<file path="src/rtl/qcs_pkg.sv">
package qcs_pkg;
  typedef enum logic [1:0] {
    ACC_LOAD  = 2'd0,
    ACC_STORE = 2'd1,
    ACC_FETCH = 2'd2,
    ACC_RSVD  = 2'd3
  } acc_e;

  typedef enum logic [1:0] {
    QD_ZERO  = 2'd0,
    QD_ONE   = 2'd1,
    QD_TWO   = 2'd2,
    QD_THREE = 2'd3
  } quad_e;
endpackage

</file>
<file path="src/rtl/qcs_quad_map.sv">
module qcs_quad_map
  import qcs_pkg::*;
#(
  parameter int LPID_W = 12,
  parameter int PID_W  = 20
) (
  input  logic [1:0]        quad,
  input  logic              hv,
  input  logic [LPID_W-1:0] lpid_in,
  input  logic [PID_W-1:0]  pid_in,
  output logic [LPID_W-1:0] lpid_out,
  output logic [PID_W-1:0]  pid_out,
  output logic              illegal
);
  always_comb begin
    lpid_out = '0;
    pid_out  = '0;
    illegal  = 1'b0;
    if (hv) begin
      unique case (quad_e'(quad))
        QD_ZERO:  pid_out = pid_in;
        QD_ONE:   begin lpid_out = lpid_in; pid_out = pid_in; end
        QD_TWO:   lpid_out = lpid_in;
        QD_THREE: ;
        default:  ;
      endcase
    end else begin
      unique case (quad_e'(quad))
        QD_ZERO:  begin lpid_out = lpid_in; pid_out = pid_in; end
        QD_THREE: lpid_out = lpid_in;
        default:  illegal = 1'b1;
      endcase
    end
  end
endmodule

</file>
<file path="src/rtl/qcs_real_addr.sv">
module qcs_real_addr #(
  parameter int EA_W  = 64,
  parameter int CLR_W = 4
) (
  input  logic [EA_W-1:0] ea,
  input  logic [EA_W-1:0] offset,
  output logic [EA_W-1:0] raddr
);
  logic [EA_W-1:0] masked;

  generate
    if (CLR_W > 0) begin : g_clr
      localparam logic [EA_W-1:0] KEEP = {{CLR_W{1'b0}}, {(EA_W-CLR_W){1'b1}}};
      assign masked = ea & KEEP;
    end else begin : g_pass
      assign masked = ea;
    end
  endgenerate

  // top address bit set: the offset is not applied
  assign raddr = masked | (ea[EA_W-1] ? '0 : offset);
endmodule

</file>
<file path="src/rtl/quad_ctx_sel.sv">
module quad_ctx_sel
  import qcs_pkg::*;
#(
  parameter int EA_W   = 64,
  parameter int LPID_W = 12,
  parameter int PID_W  = 20,
  parameter int CLR_W  = 4
) (
  input  logic              clk,
  input  logic              rst_n,
  input  logic              req_vld,
  input  logic [EA_W-1:0]   req_ea,
  input  logic              hv_mode,
  input  logic              inst_reloc,
  input  logic              data_reloc,
  input  logic [1:0]        acc_type,
  input  logic [LPID_W-1:0] cur_lpid,
  input  logic [PID_W-1:0]  cur_pid,
  input  logic [EA_W-1:0]   rmo_offset,
  output logic              rsp_vld,
  output logic [LPID_W-1:0] rsp_lpid,
  output logic [PID_W-1:0]  rsp_pid,
  output logic              rsp_proc_xlate,
  output logic              rsp_part_xlate,
  output logic              rsp_bypass,
  output logic [EA_W-1:0]   rsp_raddr,
  output logic              rsp_iseg_fault,
  output logic              rsp_dseg_fault,
  output logic [EA_W-1:0]   rsp_fault_addr,
  output logic              rsp_bad_type
);
  localparam int QUAD_LSB = EA_W - 2;

  typedef struct packed {
    logic [LPID_W-1:0] lpid;
    logic [PID_W-1:0]  pid;
    logic              proc_x;
    logic              part_x;
    logic              bypass;
    logic [EA_W-1:0]   raddr;
    logic              iseg;
    logic              dseg;
    logic [EA_W-1:0]   faddr;
    logic              bad;
  } rsp_t;

  logic [LPID_W-1:0] map_lpid;
  logic [PID_W-1:0]  map_pid;
  logic              map_illegal;
  logic [EA_W-1:0]   real_addr;
  logic              is_fetch;
  logic              is_bad;
  logic              reloc;
  rsp_t              rsp_d, rsp_q;
  logic              vld_q;

  qcs_quad_map #(.LPID_W(LPID_W), .PID_W(PID_W)) u_map (
    .quad     (req_ea[EA_W-1:QUAD_LSB]),
    .hv       (hv_mode),
    .lpid_in  (cur_lpid),
    .pid_in   (cur_pid),
    .lpid_out (map_lpid),
    .pid_out  (map_pid),
    .illegal  (map_illegal)
  );

  qcs_real_addr #(.EA_W(EA_W), .CLR_W(CLR_W)) u_real (
    .ea     (req_ea),
    .offset (rmo_offset),
    .raddr  (real_addr)
  );

  assign is_fetch = (acc_e'(acc_type) == ACC_FETCH);
  assign is_bad   = (acc_e'(acc_type) == ACC_RSVD);
  assign reloc    = is_fetch ? inst_reloc : data_reloc;

  // next-state decision
  always_comb begin
    rsp_d = '0;
    if (is_bad) begin
      rsp_d.bad = 1'b1;
    end else if (!reloc && hv_mode) begin
      rsp_d.bypass = 1'b1;
      rsp_d.raddr  = real_addr;
    end else if (map_illegal) begin
      rsp_d.iseg  = is_fetch;
      rsp_d.dseg  = !is_fetch;
      rsp_d.faddr = is_fetch ? '0 : req_ea;
    end else begin
      rsp_d.lpid   = map_lpid;
      rsp_d.pid    = map_pid;
      rsp_d.proc_x = reloc;
      rsp_d.part_x = (|map_lpid) || !hv_mode;
    end
  end

  // register stage with explicit enable
  always_ff @(posedge clk or negedge rst_n) begin
    if (!rst_n) begin
      vld_q <= 1'b0;
      rsp_q <= '0;
    end else begin
      vld_q <= req_vld;
      if (req_vld) begin
        rsp_q <= rsp_d;
      end
    end
  end

  assign rsp_vld        = vld_q;
  assign rsp_lpid       = rsp_q.lpid;
  assign rsp_pid        = rsp_q.pid;
  assign rsp_proc_xlate = rsp_q.proc_x;
  assign rsp_part_xlate = rsp_q.part_x;
  assign rsp_bypass     = rsp_q.bypass;
  assign rsp_raddr      = rsp_q.raddr;
  assign rsp_iseg_fault = rsp_q.iseg;
  assign rsp_dseg_fault = rsp_q.dseg;
  assign rsp_fault_addr = rsp_q.faddr;
  assign rsp_bad_type   = rsp_q.bad;


  a_r1_vld_delay: assert property (@(posedge clk) disable iff (!rst_n)
    rsp_vld == $past(req_vld));


  a_r10_exclusive: assert property (@(posedge clk) disable iff (!rst_n)
    $onehot0({rsp_iseg_fault, rsp_dseg_fault, rsp_bypass, rsp_bad_type}));


  a_r4_fault_no_xlate: assert property (@(posedge clk) disable iff (!rst_n)
    (rsp_iseg_fault || rsp_dseg_fault) |-> (!rsp_proc_xlate && !rsp_part_xlate));


  a_r5_dseg_addr: assert property (@(posedge clk) disable iff (!rst_n)
    (req_vld && !hv_mode && (acc_type == 2'd0 || acc_type == 2'd1) &&
     (req_ea[EA_W-1:QUAD_LSB] == 2'd1 || req_ea[EA_W-1:QUAD_LSB] == 2'd2))
    |=> (rsp_dseg_fault && rsp_fault_addr == $past(req_ea)));


  a_r7_bypass: assert property (@(posedge clk) disable iff (!rst_n)
    (req_vld && hv_mode && acc_type != 2'd3 &&
     !((acc_type == 2'd2) ? inst_reloc : data_reloc))
    |=> (rsp_bypass && !rsp_proc_xlate && !rsp_part_xlate));


  a_r8_guest_part: assert property (@(posedge clk) disable iff (!rst_n)
    (req_vld && !hv_mode && acc_type != 2'd3 &&
     (req_ea[EA_W-1:QUAD_LSB] == 2'd0 || req_ea[EA_W-1:QUAD_LSB] == 2'd3))
    |=> rsp_part_xlate);


  a_r9_bad_type: assert property (@(posedge clk) disable iff (!rst_n)
    (req_vld && acc_type == 2'd3) |=> (rsp_bad_type && !rsp_proc_xlate && !rsp_part_xlate));
endmodule

</file>
<file path="config.mk">
export PLATFORM = sky130hd
export DESIGN_NAME = quad_ctx_sel
export DESIGN_NICKNAME = d
export VERILOG_FILES = /design/src/rtl/qcs_pkg.sv /design/src/rtl/qcs_quad_map.sv /design/src/rtl/qcs_real_addr.sv /design/src/rtl/quad_ctx_sel.sv
export SDC_FILE = /design/constraint.sdc
export NUM_CORES = 1
export LEC_CHECK = 0
export BUFFER_PORTS_ARGS = -buffer_cell sky130_fd_sc_hd__buf_4
export CAP_MARGIN = 40
export CORE_AREA = 2 2 129 131
export CTS_CLUSTER_DIAMETER = 150
export DETAILED_ROUTE_END_ITERATION = 8
export DIE_AREA = 0 0 131 133
export PLACE_DENSITY = 0.72
export SETUP_SLACK_MARGIN = 0.4
export SLEW_MARGIN = 10
export SYNTH_ARGS = -nofsm -noshare
export SYNTH_HDL_FRONTEND = slang
export SYNTH_SLANG_ARGS = --single-unit
</file>
<file path="constraint.sdc">
create_clock -name clk -period 1.6 [get_ports clk]
set_input_delay 0 -clock clk [delete_from_list [all_inputs] [get_ports clk]]
set_output_delay 0 -clock clk [all_outputs]
set_load 0.02 [all_outputs]
</file>
==> flow_summary_export.csv <==
group,metric,value,unit
outcome,status,"complete, no violations",
placement,place_ws,118,ps
global_routing,grt_use_total,0.272,
route,wl,24000,microns
hold_path,hold_class,"input pin to flip-flop",
yosys,synth_seq_cells,167,
route,drtIter0Drc,410,
global_routing,use_met3,0.0655,
sta,tns,0,ps
pwr,p_per_area,944,nW/um^2
clocking,root_buffer,"clkbuf_16",
yosys,ys.flop_type,"dfrtp_1",
clocking,cts_tree,"built",
yosys,synth_nets,647,
route,wire_per_inst,20.2,microns
sta,slew_headroom,0.460,
floorplan,start_util,0.397,
floorplan,die_h,133,microns
worst_setup_path,endpoint_kind,"flip-flop",
global_routing,grtUsageMet2,0.467,
yosys,ys_warn_count,0,
yosys,synth_edf_count,0,
yosys,yosys.area.top_type_share,0.651,
sta,fin_ws,284,ps
yosys,postSynthAreaPerCell,13.5,sq um
pwr,peakVddDrop,775,uV
clocking,cts.sinks,167,
sta,rsz0062_at_grt,"false",
global_routing,grt_pass1_vias,6813,
global_routing,grt_first_pass_wirelength,36700,microns
placement,routabilityCongestion,0.783,
worst_setup_path,path_max_fanout,2,
route,ant_nets,0,
yosys,synth_top_cell_by_area,"dfrtp_1",
sta,clock_skew,0,ps
yosys,synth_area,6420,sq um
sta,slew_viol_final,0,
clocking,insertion_delay,420,ps
worst_setup_path,worst-setup-path-type,"input pin to flip-flop",
route,first_pass_iters,5,
floorplan,dieArea,17400,sq um
yosys,ys_types,31,
pwr,leakagePower,5.66,nW
route,drc,0,
global_routing,antenna_found_initial,0,
sta,worstMarginPinSlew,811,ps
sta,finalCriticalPeriod,1320,ps
worst_setup_path,crit_required,1890,ps
floorplan,rows,47,
worst_setup_path,r2r_slack,710,ps
placement,dp_hpwl,14500,microns
sta,finalSetupViolCount,0,
clocking,path_clk_slew,60,ps
clocking,postCtsSetupBuffers,0,
route,viasPerCell,5.48,
floorplan,die_width,131,microns
route,dr_total_vias,6540,
finish,drive_gt1_frac,0.397,
sta,fmax,760,MHz
global_routing,grtUsageMet1,0.324,
global_routing,grt_max_degree,99,
yosys,ys_top_cells_by_count,"dfrtp_1 (167), a22o_1 (76), o2bb2ai_1 (65)",
worst_setup_path,startpoint_type,"input pin",
flow_run,max_cap_viol_count,0,
clocking,numCtsBuffers,17,
yosys,synthArstFlopShare,1.00,
clocking,cts_buffer_depth,2,
finish,final_nets,1131,
worst_setup_path,cp.arrival,1610,ps
clocking,cts_htree_levels,4,
floorplan,core,16200,sq um
finish,area_delta_synth_final,78.8,%
yosys,yosysMostFrequentCell,"dfrtp_1",
yosys,ys_seq_area_frac,0.651,
sta,hold_viol,0,
yosys,synth_area_leaders,"dfrtp_1 (65%), a22o_1 (10%), o2bb2ai_1 (8.9%)",
placement,io_buffers,334,
global_routing,overflow,0,
yosys,synth_cells,477,
finish,antenna-diode-count,0,
sta,finalCritPeriodShare,0.822,
floorplan,io_pins,335,
global_routing,busiest_layer,"met2",
[sequential cells by signal (all words and copies together) (netlist names)]
register        cells
rsp_iseg_fault      1
rsp_dseg_fault      1
rsp_part_xlate      1
rsp_proc_xlate      1
rsp_fault_addr     64
rsp_bad_type        1
rsp_bypass          1
rsp_vld             1
rsp_raddr          64
rsp_lpid           12
rsp_pid            20
[per-stage QoR]
| step | instance area (sq um) | hold WS, ps | std cells | utilization | total power [W] |
|---|---|---|---|---|---|
| floorplan | 6480 | -296 | 477 | - | 0.00538 |
| global placement | 9200 | -55.3 | 996 | 0.569 | 0.00632 |
| detailed placement | 9200 | -55.6 | 996 | 0.569 | 0.00637 |
| CTS | 11500 | 1.02 | 1193 | 0.708 | 0.0109 |
| global route | 11500 | 18.4 | 1193 | 0.709 | 0.0112 |
| finish | 11500 | 17.5 | 1193 | 0.709 | 0.0108 |
[logic make-up after synthesis]
group / Yosys count / synth area share
compound gates: 233 / 0.285
flops: 167 / 0.651
buf+inv: 53 / 0.0384
simple gates: 20 / 0.0177
fa+ha+maj: 2 / 0.00390
xor+xnor: 1 / 0.00137
mux: 1 / 0.00214
[final timing paths]
kind | cells after the start | from | to
min in group asynchronous | 2 | rst_n | rsp_fault_addr[28]
setup reg to reg | 1 | rsp_part_xlate | rsp_part_xlate
hold / removal | 3 | hv_mode | rsp_proc_xlate
hold reg to reg | 1 | rsp_raddr[42] | rsp_raddr[42]
max in group asynchronous | 3 | rst_n | rsp_pid[1]
setup / recovery | 5 | cur_lpid[10] | rsp_part_xlate
[layer usage]
metal	up-vias	part of all wire
li1	2825	-
met1	3291	0.37
met3	73	0.074
met5	-	0
met2	351	0.52
met4	0	0.035
[cell usage in the layout (no fill, tap or decap), drive strengths merged, types with 3 or more instances in the layout]
cell type    netlist  final
buf               23    345
dfrtp            167    167
dlygate4sd3        0    166
a22o              76     76
o2bb2ai           65     65
a21oi             61     61
a32o              20     20
clkbuf            23     19
inv                7     13
nand2              6      6
o21ai              6      6
nor4               5      5
clkinv             0      3
[worst max-delay path: stages]
cell and delay (ps):
dlygate4sd3_1 540, buf_4 140, nor4_1 420, nand3_1 170, a221o_1 340
[area by class of cell]
| type | instances | area (sq um) |
|---|---|---|
| multi-input cells | 257 | 2040 |
| repair buffers | 511 | 4340 |
| inverters | 7 | 41.3 |
| fillers | 1045 | 4700 |
| clock buffers | 19 | 453 |
| flip-flops and latches | 167 | 4180 |
| well taps | 220 | 275 |
| clock inverters | 12 | 141 |
[report_power, final]
part           internal, W  switching (W)  total [W]
registers          0.00445       0.000152    0.00460
clock network      0.00241        0.00175    0.00416
logic              0.00105        0.00102    0.00207
total              0.00791        0.00292     0.0108
[timing repair]
action	in CTS	in global routing
endpoints found under the setup margin	0	1
hold endpoints to repair	333	0
gates resized for setup	0	3
hold buffers	166	0
No activity file was read; power rests on OpenSTA's default activity.
